## src/rtl/kv_pkg.sv

```systemverilog
package kv_pkg;
  typedef struct packed {
    logic wr_block;
    logic rd_block;
    logic frozen;
  } kv_ctl_t;

  localparam int CTL_BITS = 3;
endpackage

```

## src/rtl/kv_decode.sv

```systemverilog
module kv_decode #(
  parameter int ADDR_W    = 8,
  parameter int KEY_BYTES = 32,
  parameter int KEY_BASE  = 32,
  parameter int CTL_ADDR  = 96,
  localparam int IDX_W    = $clog2(KEY_BYTES)
) (
  input  logic [ADDR_W-1:0] addr,
  output logic              key_hit,
  output logic              ctl_hit,
  output logic [IDX_W-1:0]  key_idx
);
  logic [ADDR_W-1:0] off;

  always_comb begin
    off     = addr - ADDR_W'(KEY_BASE);
    key_hit = (off < ADDR_W'(KEY_BYTES));
    key_idx = off[IDX_W-1:0];
    ctl_hit = (addr == ADDR_W'(CTL_ADDR));
  end
endmodule

```

## src/rtl/kv_policy.sv

```systemverilog
module kv_policy
  import kv_pkg::*;
(
  input  logic                clk,
  input  logic                rst,
  input  logic                wr_ctl,
  input  logic [CTL_BITS-1:0] wbits,
  output kv_ctl_t             ctl
);
  kv_ctl_t ctl_q;

  always_ff @(posedge clk) begin
    if (rst) begin
      ctl_q <= '0;
    end else if (wr_ctl && !ctl_q.frozen) begin
      ctl_q.wr_block <= wbits[2];
      ctl_q.rd_block <= wbits[1];
      ctl_q.frozen   <= wbits[0];
    end
  end

  assign ctl = ctl_q;

  // freeze is sticky
  p_freeze_sticky_r6: assert property (@(posedge clk) disable iff (rst)
    ctl_q.frozen |=> ctl_q.frozen);
  // policy bits held while frozen
  p_policy_frozen_r5: assert property (@(posedge clk) disable iff (rst)
    ctl_q.frozen |=> $stable(ctl_q));
  // reset clears control
  p_ctl_reset_r7: assert property (@(posedge clk)
    $past(rst) |-> (ctl_q == '0));
endmodule

```

## src/rtl/kv_store.sv

```systemverilog
module kv_store #(
  parameter int KEY_BYTES = 32,
  parameter int DATA_W    = 8,
  localparam int IDX_W    = $clog2(KEY_BYTES)
) (
  input  logic              clk,
  input  logic              rst,
  input  logic              we,
  input  logic              blocked,
  input  logic [IDX_W-1:0]  idx,
  input  logic [DATA_W-1:0] wdata,
  output logic [DATA_W-1:0] rbyte
);
  logic [KEY_BYTES-1:0][DATA_W-1:0] mem;

  for (genvar g = 0; g < KEY_BYTES; g++) begin : g_byte
    always_ff @(posedge clk) begin
      if (rst)
        mem[g] <= '0;
      else if (we && !blocked && (idx == IDX_W'(g)))
        mem[g] <= wdata;
    end
  end

  assign rbyte = mem[idx];

  // a blocked write changes nothing
  p_blocked_write_r4: assert property (@(posedge clk) disable iff (rst)
    (we && blocked) |=> $stable(mem));
  // vault reset clears every byte
  p_vault_clear_r1: assert property (@(posedge clk)
    $past(rst) |-> (mem == '0));
endmodule

```

## src/rtl/keyvault_regfile.sv

```systemverilog
module keyvault_regfile
  import kv_pkg::*;
#(
  parameter int ADDR_W    = 8,
  parameter int DATA_W    = 8,
  parameter int KEY_BYTES = 32,
  parameter int KEY_BASE  = 32,
  parameter int CTL_ADDR  = 96
) (
  input  logic              clk,
  input  logic              vault_rst,
  input  logic              main_rst,
  input  logic              stby_rst,
  input  logic              host_rst,
  input  logic [ADDR_W-1:0] addr,
  input  logic              wr_en,
  input  logic              rd_en,
  input  logic [DATA_W-1:0] wdata,
  output logic [DATA_W-1:0] rdata
);
  localparam int IDX_W = $clog2(KEY_BYTES);

  logic              ctl_rst;
  logic              key_hit;
  logic              ctl_hit;
  logic [IDX_W-1:0]  key_idx;
  logic [DATA_W-1:0] key_byte;
  logic [DATA_W-1:0] ctl_word;
  kv_ctl_t           ctl;

  assign ctl_rst  = main_rst | stby_rst | host_rst;
  assign ctl_word = {{(DATA_W-CTL_BITS){1'b0}}, ctl};

  kv_decode #(
    .ADDR_W(ADDR_W), .KEY_BYTES(KEY_BYTES),
    .KEY_BASE(KEY_BASE), .CTL_ADDR(CTL_ADDR)
  ) u_decode (
    .addr(addr), .key_hit(key_hit), .ctl_hit(ctl_hit), .key_idx(key_idx)
  );

  kv_policy u_policy (
    .clk(clk), .rst(ctl_rst), .wr_ctl(wr_en && ctl_hit),
    .wbits(wdata[CTL_BITS-1:0]), .ctl(ctl)
  );

  kv_store #(.KEY_BYTES(KEY_BYTES), .DATA_W(DATA_W)) u_store (
    .clk(clk), .rst(vault_rst), .we(wr_en && key_hit),
    .blocked(ctl.wr_block), .idx(key_idx), .wdata(wdata), .rbyte(key_byte)
  );

  always_ff @(posedge clk) begin
    if (ctl_rst)
      rdata <= '0;
    else if (rd_en) begin
      if (key_hit)
        rdata <= ctl.rd_block ? '0 : key_byte;
      else if (ctl_hit)
        rdata <= ctl_word;
      else
        rdata <= '0;
    end
  end

  // masked key reads
  p_masked_read_r3: assert property (@(posedge clk) disable iff (ctl_rst)
    (rd_en && key_hit && ctl.rd_block) |=> (rdata == '0));
  // unmapped reads are zero
  p_unmapped_zero_r10: assert property (@(posedge clk) disable iff (ctl_rst)
    (rd_en && !key_hit && !ctl_hit) |=> (rdata == '0));
  // control readback
  p_ctl_readback_r8: assert property (@(posedge clk) disable iff (ctl_rst)
    (rd_en && ctl_hit) |=> (rdata[DATA_W-1:CTL_BITS] == '0));
  // output holds without a read
  p_hold_idle_r9: assert property (@(posedge clk) disable iff (ctl_rst)
    !rd_en |=> $stable(rdata));
endmodule

```

## config.mk

```make
export PLATFORM = sky130hd
export DESIGN_NAME = keyvault_regfile
export DESIGN_NICKNAME = d
export VERILOG_FILES = /design/src/rtl/kv_pkg.sv /design/src/rtl/kv_decode.sv /design/src/rtl/kv_policy.sv /design/src/rtl/kv_store.sv /design/src/rtl/keyvault_regfile.sv
export SDC_FILE = /design/constraint.sdc
export NUM_CORES = 1
export LEC_CHECK = 0
export BUFFER_PORTS_ARGS = -buffer_cell sky130_fd_sc_hd__buf_2
export CAP_MARGIN = 20
export CORE_ASPECT_RATIO = 0.75
export CORE_MARGIN = 4
export CORE_UTILIZATION = 60
export DETAILED_ROUTE_END_ITERATION = 16
export HOLD_SLACK_MARGIN = 0.02
export PLACE_DENSITY = 0.77
export SETUP_SLACK_MARGIN = 0.5
export SKIP_CTS_REPAIR_TIMING = 1
export SLEW_MARGIN = 20
export SYNTH_ARGS = -nofsm -noshare
export SYNTH_HDL_FRONTEND = slang
export SYNTH_SLANG_ARGS = --single-unit
```

## constraint.sdc

```tcl
create_clock -name clk -period 2.5 [get_ports clk]
set_input_delay 0.125 -clock clk [delete_from_list [all_inputs] [get_ports clk]]
set_output_delay 0.125 -clock clk [all_outputs]
set_load 0.1 [all_outputs]
```

==> PnR_summary.wiki, run 1 <==
{| class="wikitable"
! Metric !! Value
|-
| Share of total power consumed by net switching || 22.89%
|-
| Final Hold Viols || 0
|-
| CP Class || reg2reg
|-
| Power density over cell area || ~670 nW/um2
|-
| Count of clock tree sinks || 267
|-
| CP max stage cell || sky130_fd_sc_hd__nor4_4
|-
| Post-synth top flop || sky130_fd_sc_hd__dfxtp_1
|-
| R2R Path Start || u_policy.ctl[2]$_SDFFE_PP0P_
|-
| Worst setup path endpoint || u_store.mem[166]$_SDFFE_PP0P_
|-
| Net count after synthesis || about 1.4k
|-
| Worst Setup End Kind || flop
|-
| Max-slew violation total from the final report || 0
|-
| # IOs || 31
|-
| Critical path, cell by cell || nand2b_4 -> nor4_4 -> buf_12 -> and2_2 -> buf_4 -> mux2i_1 -> nor2_1
|-
| Total number of H-tree levels || 1
|-
| Number of register bits inferred by synthesis || 267
|-
| Number of antenna cells inserted || 0
|-
| Capture instance of the worst register-to-register path || u_store.mem[166]$_SDFFE_PP0P_
|-
| Maximum frequency from static timing analysis || 516.9 MHz
|-
| Count of final setup violators || 0
|-
| Total CTS buffers || 26
|-
| Combinational Power Share || 5.8%
|-
| Count of port buffers added during placement || 30
|-
| Path type of the worst min-delay path || in2reg
|-
| Largest voltage drop on the vdd net || 0.7734 mV
|-
| TritonCTS clock tree || built
|-
| Critical path launch point || u_policy.ctl[2]$_SDFFE_PP0P_
|-
| Number of enable-type register cells in the synthesized netlist || 0
|-
| Final worst clock skew || 12.66 ps
|-
| Register-to-register setup slack || 570 ps
|-
| Headroom to the max-slew limit || between 30% and 40%
|-
| Clock input transition at the sequential cells of the worst setup and hold paths || 60 ps
|-
| Row count || 44
|-
| First-iteration detailed-routing DRC count || 1386
|-
| Power Internal || 0.006910 W
|-
| Clock tree root driver cell || sky130_fd_sc_hd__clkbuf_16
|-
| DRC violations left || 0
|-
| Initial antenna violation count || 0
|-
| Setup TNS || 0 ps
|-
| Run status || finished clean
|-
| Yosys warns || 0
|-
| Fraction of synthesis flops using an asynchronous set or reset pin || 0%
|-
| Crit start category || flop
|-
| LEAKAGE || 4.597 nW
|-
| DIE WIDTH || 170.8 um
|-
| Total number of nets in the final design || 1399
|-
| Max cap viols || 0
|-
| Final critical path time including I/O delays and setup || 1935 ps
|-
| Mapped cell area || 11930 um2
|-
| Gate count of the mapped netlist || 1386
|-
| Mean Syn Cell Area || 8.605 um2
|-
| Insertion delay of the later-clocked pin in the worst-skew pair || 530 ps
|-
| Net switching power figure || 0.002052 W
|-
| Fraction of power consumed by sequential logic || 47.6%
|-
| Top library cells by usage in the layout, fill and taps aside || 353 x sky130_fd_sc_hd__nand2_1, 267 x sky130_fd_sc_hd__dfxtp_1, 226 x sky130_fd_sc_hd__a21oi_1, 148 x sky130_fd_sc_hd__nand3_1, 66 x sky130_fd_sc_hd__mux2i_1
|-
| Maximum count of clock buffers along a single path || 3
|-
| Fraction of layout cells with a size suffix above 1 || about 16%
|-
| CP Data Arrival Time || 2340 ps
|-
| Max Fanout on Critical Path || 15
|-
| First-pass GRT wire length || between 50000 and 60000 um
|-
| Worst Reg-to-Reg Cells || 7
|-
| Core occupancy in the finished layout || between 60% and 70%
|-
| Vias in the first global route || 9681
|-
| Number of distinct library cell variants in the gate-level netlist after synthesis || 41
|-
| Maximum cell stage delay along the critical path || 380 ps
|-
| Share of power burned in the clock network || 46.7%
|-
| Placer Congestion || 0.9133
|-
| Area Growth Syn to Fin || 12.02%
|-
| Global-route usage over all layers || between 20% and 30%
|-
| Core box area || between 15000 and 20000 um2
|-
| Most frequent standard cell in the layout excluding fill and tap cells || sky130_fd_sc_hd__nand2_1
|-
| Detailed placement HPWL || 20690 um
|-
| Pin count of the biggest net entering global routing || 84
|-
| Crit path required time || 2900 ps
|-
| RSZ-0062 raised after global routing || no
|-
| Total wirelength of the detailed-routed design || 33580 um
|-
| Filler Cell Count || 1538
|-
| Via Count || 10.41k
|-
| Post-route clock period utilization || between 70% and 80%
|-
| Sequential area share after synthesis || between 40 and 50%
|-
| Count of nets left with antenna violations after detail routing || 0
|-
| Mean number of vias per cell || 6.319
|-
| Slew at the pin with the worst max-slew slack || between 900 and 1000 ps
|-
| Total congestion overflow || 0
|-
| Initial core utilization || 61.37%
|-
| Height of the chip || around 130 um
|-
| Average wire length per cell after detail routing || 20.39 um
|-
| Die Footprint || 22220 um2
|-
| Detailed Routing Iterations Pass 1 || 8
|}
## worst min-delay path by stage
stage                     startpoint                            end  slack (ps)  cells past startpoint
2_1_floorplan               wdata[3]  u_store.mem[115]$_SDFFE_PP0P_         270                      2
3_3_place_gp   rdata[4]$_SDFFE_PP0P_          rdata[4]$_SDFFE_PP0P_         420                      2
3_5_place_dp   rdata[4]$_SDFFE_PP0P_          rdata[4]$_SDFFE_PP0P_         430                      2
4_1_cts                        wr_en   u_policy.ctl[0]$_SDFFE_PP0P_         -80                      3
5_1_grt                    vault_rst  u_store.mem[194]$_SDFFE_PP0P_          50                      2
6_report                   vault_rst  u_store.mem[210]$_SDFFE_PP0P_          30                      2
## per-layer routing
metal	global-route usage (%)	wire length (um)	part of all wire (%)
met4	7.887	798	2.4
met3	5.179	3346	10
met5	0	0	0
met2	45.75	14990	45
met1	43.97	14450	43
## power groups by stage
stage	Sequential (W)	Combinational (W)	Clock, W
final	0.00426	0.000515	0.00418
after global routing	0.00426	0.000539	0.00441
after CTS	0.00426	0.000498	0.00420
after detailed placement	0.00436	0.000496	0
after global placement	0.00436	0.000492	0
after floorplan	0.00436	0.000329	0
## metrics by stage
step	power, W	setup WS (ps)	instances	instance area [um2]	hold WS, ps
global route	0.009207	496.9	1647	13360	51.08
detailed placement	0.004854	132.5	1593	12350	428.7
CTS	0.008956	364.4	1640	13260	-80.91
floorplan	0.004688	684.1	1386	11930	272.5
finish	0.008962	565.2	1647	13360	31.93
global placement	0.004849	226.8	1593	12350	424.7
## sequential cells by signal, indices dropped and copies added, names as in the netlist
name / cells
u_policy.ctl: 3
rdata: 8
u_store.mem: 256
## area by class of cell
class                   instances  area, um2  area share (%)
multi-input cells             989       6056           45.33
well taps                     253      316.6           2.369
clock inverters                11      160.2           1.199
repair buffers                 89      725.7           5.432
clock buffers                  36      749.5           5.610
inverters                       2      7.507         0.05619
flip-flops and latches        267       5345           40.01
## cell usage after synthesis, types with 3 or more instances
library cell	count	area, um2
sky130_fd_sc_hd__a221oi_1	7	61.31
sky130_fd_sc_hd__and3_1	4	25.02
sky130_fd_sc_hd__nor2b_1	3	18.77
sky130_fd_sc_hd__nor3_1	4	20.02
sky130_fd_sc_hd__a211o_1	4	35.03
sky130_fd_sc_hd__buf_4	10	75.07
sky130_fd_sc_hd__o221a_2	3	33.78
sky130_fd_sc_hd__mux2_2	16	180.2
sky130_fd_sc_hd__a22oi_1	3	22.52
sky130_fd_sc_hd__a21oi_1	226	1131
sky130_fd_sc_hd__o21ai_0	6	30.03
sky130_fd_sc_hd__and2_1	11	68.82
sky130_fd_sc_hd__dfxtp_1	267	5345
sky130_fd_sc_hd__buf_2	41	205.2
sky130_fd_sc_hd__mux4_2	48	1081
sky130_fd_sc_hd__nor4_4	4	85.08
sky130_fd_sc_hd__nand2_1	355	1333
sky130_fd_sc_hd__clkbuf_1	75	281.5
sky130_fd_sc_hd__nand3_1	148	740.7
sky130_fd_sc_hd__nand2b_1	3	18.77
sky130_fd_sc_hd__mux2i_1	66	660.6
sky130_fd_sc_hd__nor2_1	44	165.2
sky130_fd_sc_hd__o211ai_1	14	105.1
## critical path: cells and delay by family (launching register included)
family                 cells  cell delay (ps)
muxes                      1              200
buffers and inverters      2              380
DFF                        1              340
and+or+nand+nor            4              860
## logic make-up after synthesis
| family | after synthesis | share of synthesized area, % |
|---|---|---|
| flops | 267 | 44.82 |
| simple gates | 590 | 21.78 |
| buf+inv | 130 | 4.836 |
| xor+xnor | 1 | 0.1364 |
| mux | 130 | 16.11 |
| fa+ha+maj | 1 | 0.1049 |
| compound gates | 267 | 12.21 |
Note: power is estimated with default switching activity, not from simulation.
==> inputs of run 2 (changes only) <==
--- a/config.mk
+++ b/config.mk
@@ -9,10 +9,10 @@
 export CAP_MARGIN = 20
 export CORE_ASPECT_RATIO = 0.75
 export CORE_MARGIN = 4
-export CORE_UTILIZATION = 60
+export CORE_UTILIZATION = 56
 export DETAILED_ROUTE_END_ITERATION = 16
 export HOLD_SLACK_MARGIN = 0.02
-export PLACE_DENSITY = 0.77
+export PLACE_DENSITY = 0.76
 export SETUP_SLACK_MARGIN = 0.5
 export SKIP_CTS_REPAIR_TIMING = 1
 export SLEW_MARGIN = 20
==> constraint.sdc (replaced) <==
create_clock -name clk -period 1.75 [get_ports clk]
set_input_delay 0.0875 -clock clk [delete_from_list [all_inputs] [get_ports clk]]
set_output_delay 0.0875 -clock clk [all_outputs]
set_load 0.1 [all_outputs]
==> run 2 against run 1 <==
Cell area rose by 20%. Largest power group unchanged. First-iteration DRC count rose by 16%. Combinational power rose by 100%. Power rose by 40%. Final cell count rose by 7.0%. Worst hold slack got worse by 9.0 ps. Clock skew fell by 1.0 ps. Sequential share of layout area fell by 6.7 points. Via count rose by 11%. Fmax rose by 14%.
==> PnR_summary.wiki, run 2 (synthesis gave the netlist of run 1 again) <==
{| class="wikitable"
! Metric !! Value
|-
| Run status || finished clean
|-
| Headroom to the max-slew limit || 55.05% (+18 points)
|-
| Total wirelength of the detailed-routed design || 40780 um (+21%)
|-
| First-iteration detailed-routing DRC count || 1614 (+16%)
|-
| RSZ-0062 raised after global routing || yes
|-
| Total congestion overflow || 0 (unchanged)
|-
| Detailed Routing Iterations Pass 1 || 5 (-3)
|-
| Count of clock tree sinks || 267 (unchanged)
|-
| # IOs || 31 (unchanged)
|-
| Overall power after layout || 0.01255 W (+40%)
|-
| DIE WIDTH || 176.5 um (+3.3%)
|-
| Insertion delay of the later-clocked pin in the worst-skew pair || 530 ps (about the same)
|-
| Total number of H-tree levels || 1 (unchanged)
|-
| Height of the chip || 134.4 um (+3.3%)
|-
| Average wire length per cell after detail routing || 23.14 um (+14%)
|-
| Final Worst Setup Slack || 53.67 ps (-511.5 ps)
|-
| Largest voltage drop on the vdd net || 0.7240 mV (-6.4%)
|-
| CP Class || reg2reg
|-
| Global-route usage over all layers || 28.21% (-1.6 points)
|-
| CP Data Arrival Time || 2110 ps (-230 ps)
|-
| Vias in the first global route || 9838 (+1.6%)
|-
| Count of port buffers added during placement || 30 (unchanged)
|-
| Crit start category || flop
|-
| Top library cells by usage in the layout, fill and taps aside || 266 x sky130_fd_sc_hd__dfxtp_1, 229 x sky130_fd_sc_hd__nand2_1, 141 x sky130_fd_sc_hd__a21oi_1, 103 x sky130_fd_sc_hd__nand3_1, 85 x sky130_fd_sc_hd__a21oi_2
|-
| Post-route clock period utilization || 96.93% (+20 points)
|-
| Row count || 45 (+2.3%)
|-
| DRC violations left || 0 (unchanged)
|-
| Via Count || 11.51k (+11%)
|-
| Final Hold Viols || 0 (unchanged)
|-
| Max Fanout on Critical Path || 2 (-13)
|-
| Number of antenna cells inserted || 0 (unchanged)
|-
| Clock tree root driver cell || sky130_fd_sc_hd__clkbuf_16
|-
| LEAKAGE || 5.430 nW (+18%)
|-
| Max-slew violation total from the final report || 0 (unchanged)
|-
| Flip-flop count of the largest register, all copies and words added || 256 (unchanged)
|-
| Core box area || 20610 um2 (+6.0%)
|-
| Clock input transition at the sequential cells of the worst setup and hold paths || 70 ps (about the same)
|-
| Total number of nets in the final design || 1486 (+6.2%)
|-
| Area Growth Syn to Fin || 34.59%
|-
| Final critical path time including I/O delays and setup || 1696 ps (-238.5 ps)
|-
| Placer Congestion || 0.9174 (+0.45%)
|-
| Worst Hold Slack || 22.90 ps (-9.034 ps)
|-
| Count of nets left with antenna violations after detail routing || 0 (unchanged)
|-
| Pin count of the biggest net entering global routing || 75 (-11%)
|-
| Register with the most flip-flops || u_store.mem
|-
| Worst Setup End Kind || flop
|-
| Most frequent standard cell in the layout excluding fill and tap cells || sky130_fd_sc_hd__dfxtp_1
|-
| Worst Setup Slack post-DPL || -97.34 ps (-229.8 ps)
|-
| Path type of the worst min-delay path || in2reg
|-
| Maximum count of clock buffers along a single path || 3 (unchanged)
|-
| Fraction of layout cells with a size suffix above 1 || 38.11% (+22 points)
|-
| Setup TNS || 0 ps (unchanged)
|-
| Final worst clock skew || 11.65 ps (-1.009 ps)
|-
| Count of final setup violators || 0 (unchanged)
|-
| Initial core utilization || 57.87% (-3.5 points)
|-
| Die Footprint || 23720 um2 (+6.7%)
|-
| First-pass GRT wire length || 53950 um (+1.4%)
|-
| Total CTS buffers || 26 (unchanged)
|-
| Initial antenna violation count || 1 (+1)
|-
| TritonCTS clock tree || built
|-
| Power density over cell area || 781.6 nW/um2 (+17%)
|-
| Max cap viols || 0 (unchanged)
|-
| Crit path required time || 2170 ps (-730 ps)
|-
| Mean number of vias per cell || 6.531 (+3.4%)
|-
| Slew at the pin with the worst max-slew slack || 674.2 ps (-264.1 ps)
|-
| Detailed placement HPWL || 22310 um (+7.9%)
|-
| Maximum frequency from static timing analysis || 589.5 MHz (+14%)
|}
## run 2: cell types whose count changed in the layout (fill, tap and decap cells not counted), sizes merged
cell         delta
bufinv          -4
inv             +1
clkinvlp        -2
clkinv          +2
clkbuf         +13
buf            +75
dlygate4sd3     +1
## run 2: metal layers
metal,vias to the layer above,share of wire [%],track usage (%)
met1,5579,39,41.61
li1,4988,-,-
met2,788,46,42.08
met4,2,4.0,7.603
met3,150,11,6.171
met5,-,0.032,0
## run 2: critical path, cell delays in order, from the launching register on
cell and delay, ps:
sky130_fd_sc_hd__dfxtp_1 360, sky130_fd_sc_hd__mux4_2 520, sky130_fd_sc_hd__a211o_1 350, sky130_fd_sc_hd__o211ai_1 250, sky130_fd_sc_hd__nand2_1 100
## run 2: layout make-up
type	count	area, um2
clock buffers	38	757.0
well taps	282	352.8
inverters	2	27.53
clock inverters	8	43.79
flip-flops and latches	267	5346
repair buffers	176	2011
multi-input cells	989	7513
fillers	1241	4556
## run 2: final timing paths
check,slack (ps),to,cells after the start,startpoint
max,50,rdata[7]$_SDFFE_PP0P_,4,u_store.mem[247]$_SDFFE_PP0P_
min,20,rdata[4]$_SDFFE_PP0P_,5,host_rst
max reg2reg,50,rdata[7]$_SDFFE_PP0P_,4,u_store.mem[247]$_SDFFE_PP0P_
min reg2reg,450,rdata[4]$_SDFFE_PP0P_,2,rdata[4]$_SDFFE_PP0P_
## run 2: power breakdown
part	switching, W	leakage [nW]	internal, W
sequential	0.00000591	2.15	0.00608
combinational	0.000694	2.88	0.000355
clock	0.00241	0.402	0.00300
## run 2: metrics by stage
| stage | instance area [um2] | cells | util (%) |
|---|---|---|---|
| after detailed placement | 13140 | 1668 | 63.74 |
| final | 16050 | 1762 | 77.89 |
| after CTS | 13940 | 1714 | 67.63 |
| after floorplan | 12310 | 1386 | - |
| after global routing | 16050 | 1762 | 77.89 |
| after global placement | 13140 | 1668 | 63.74 |
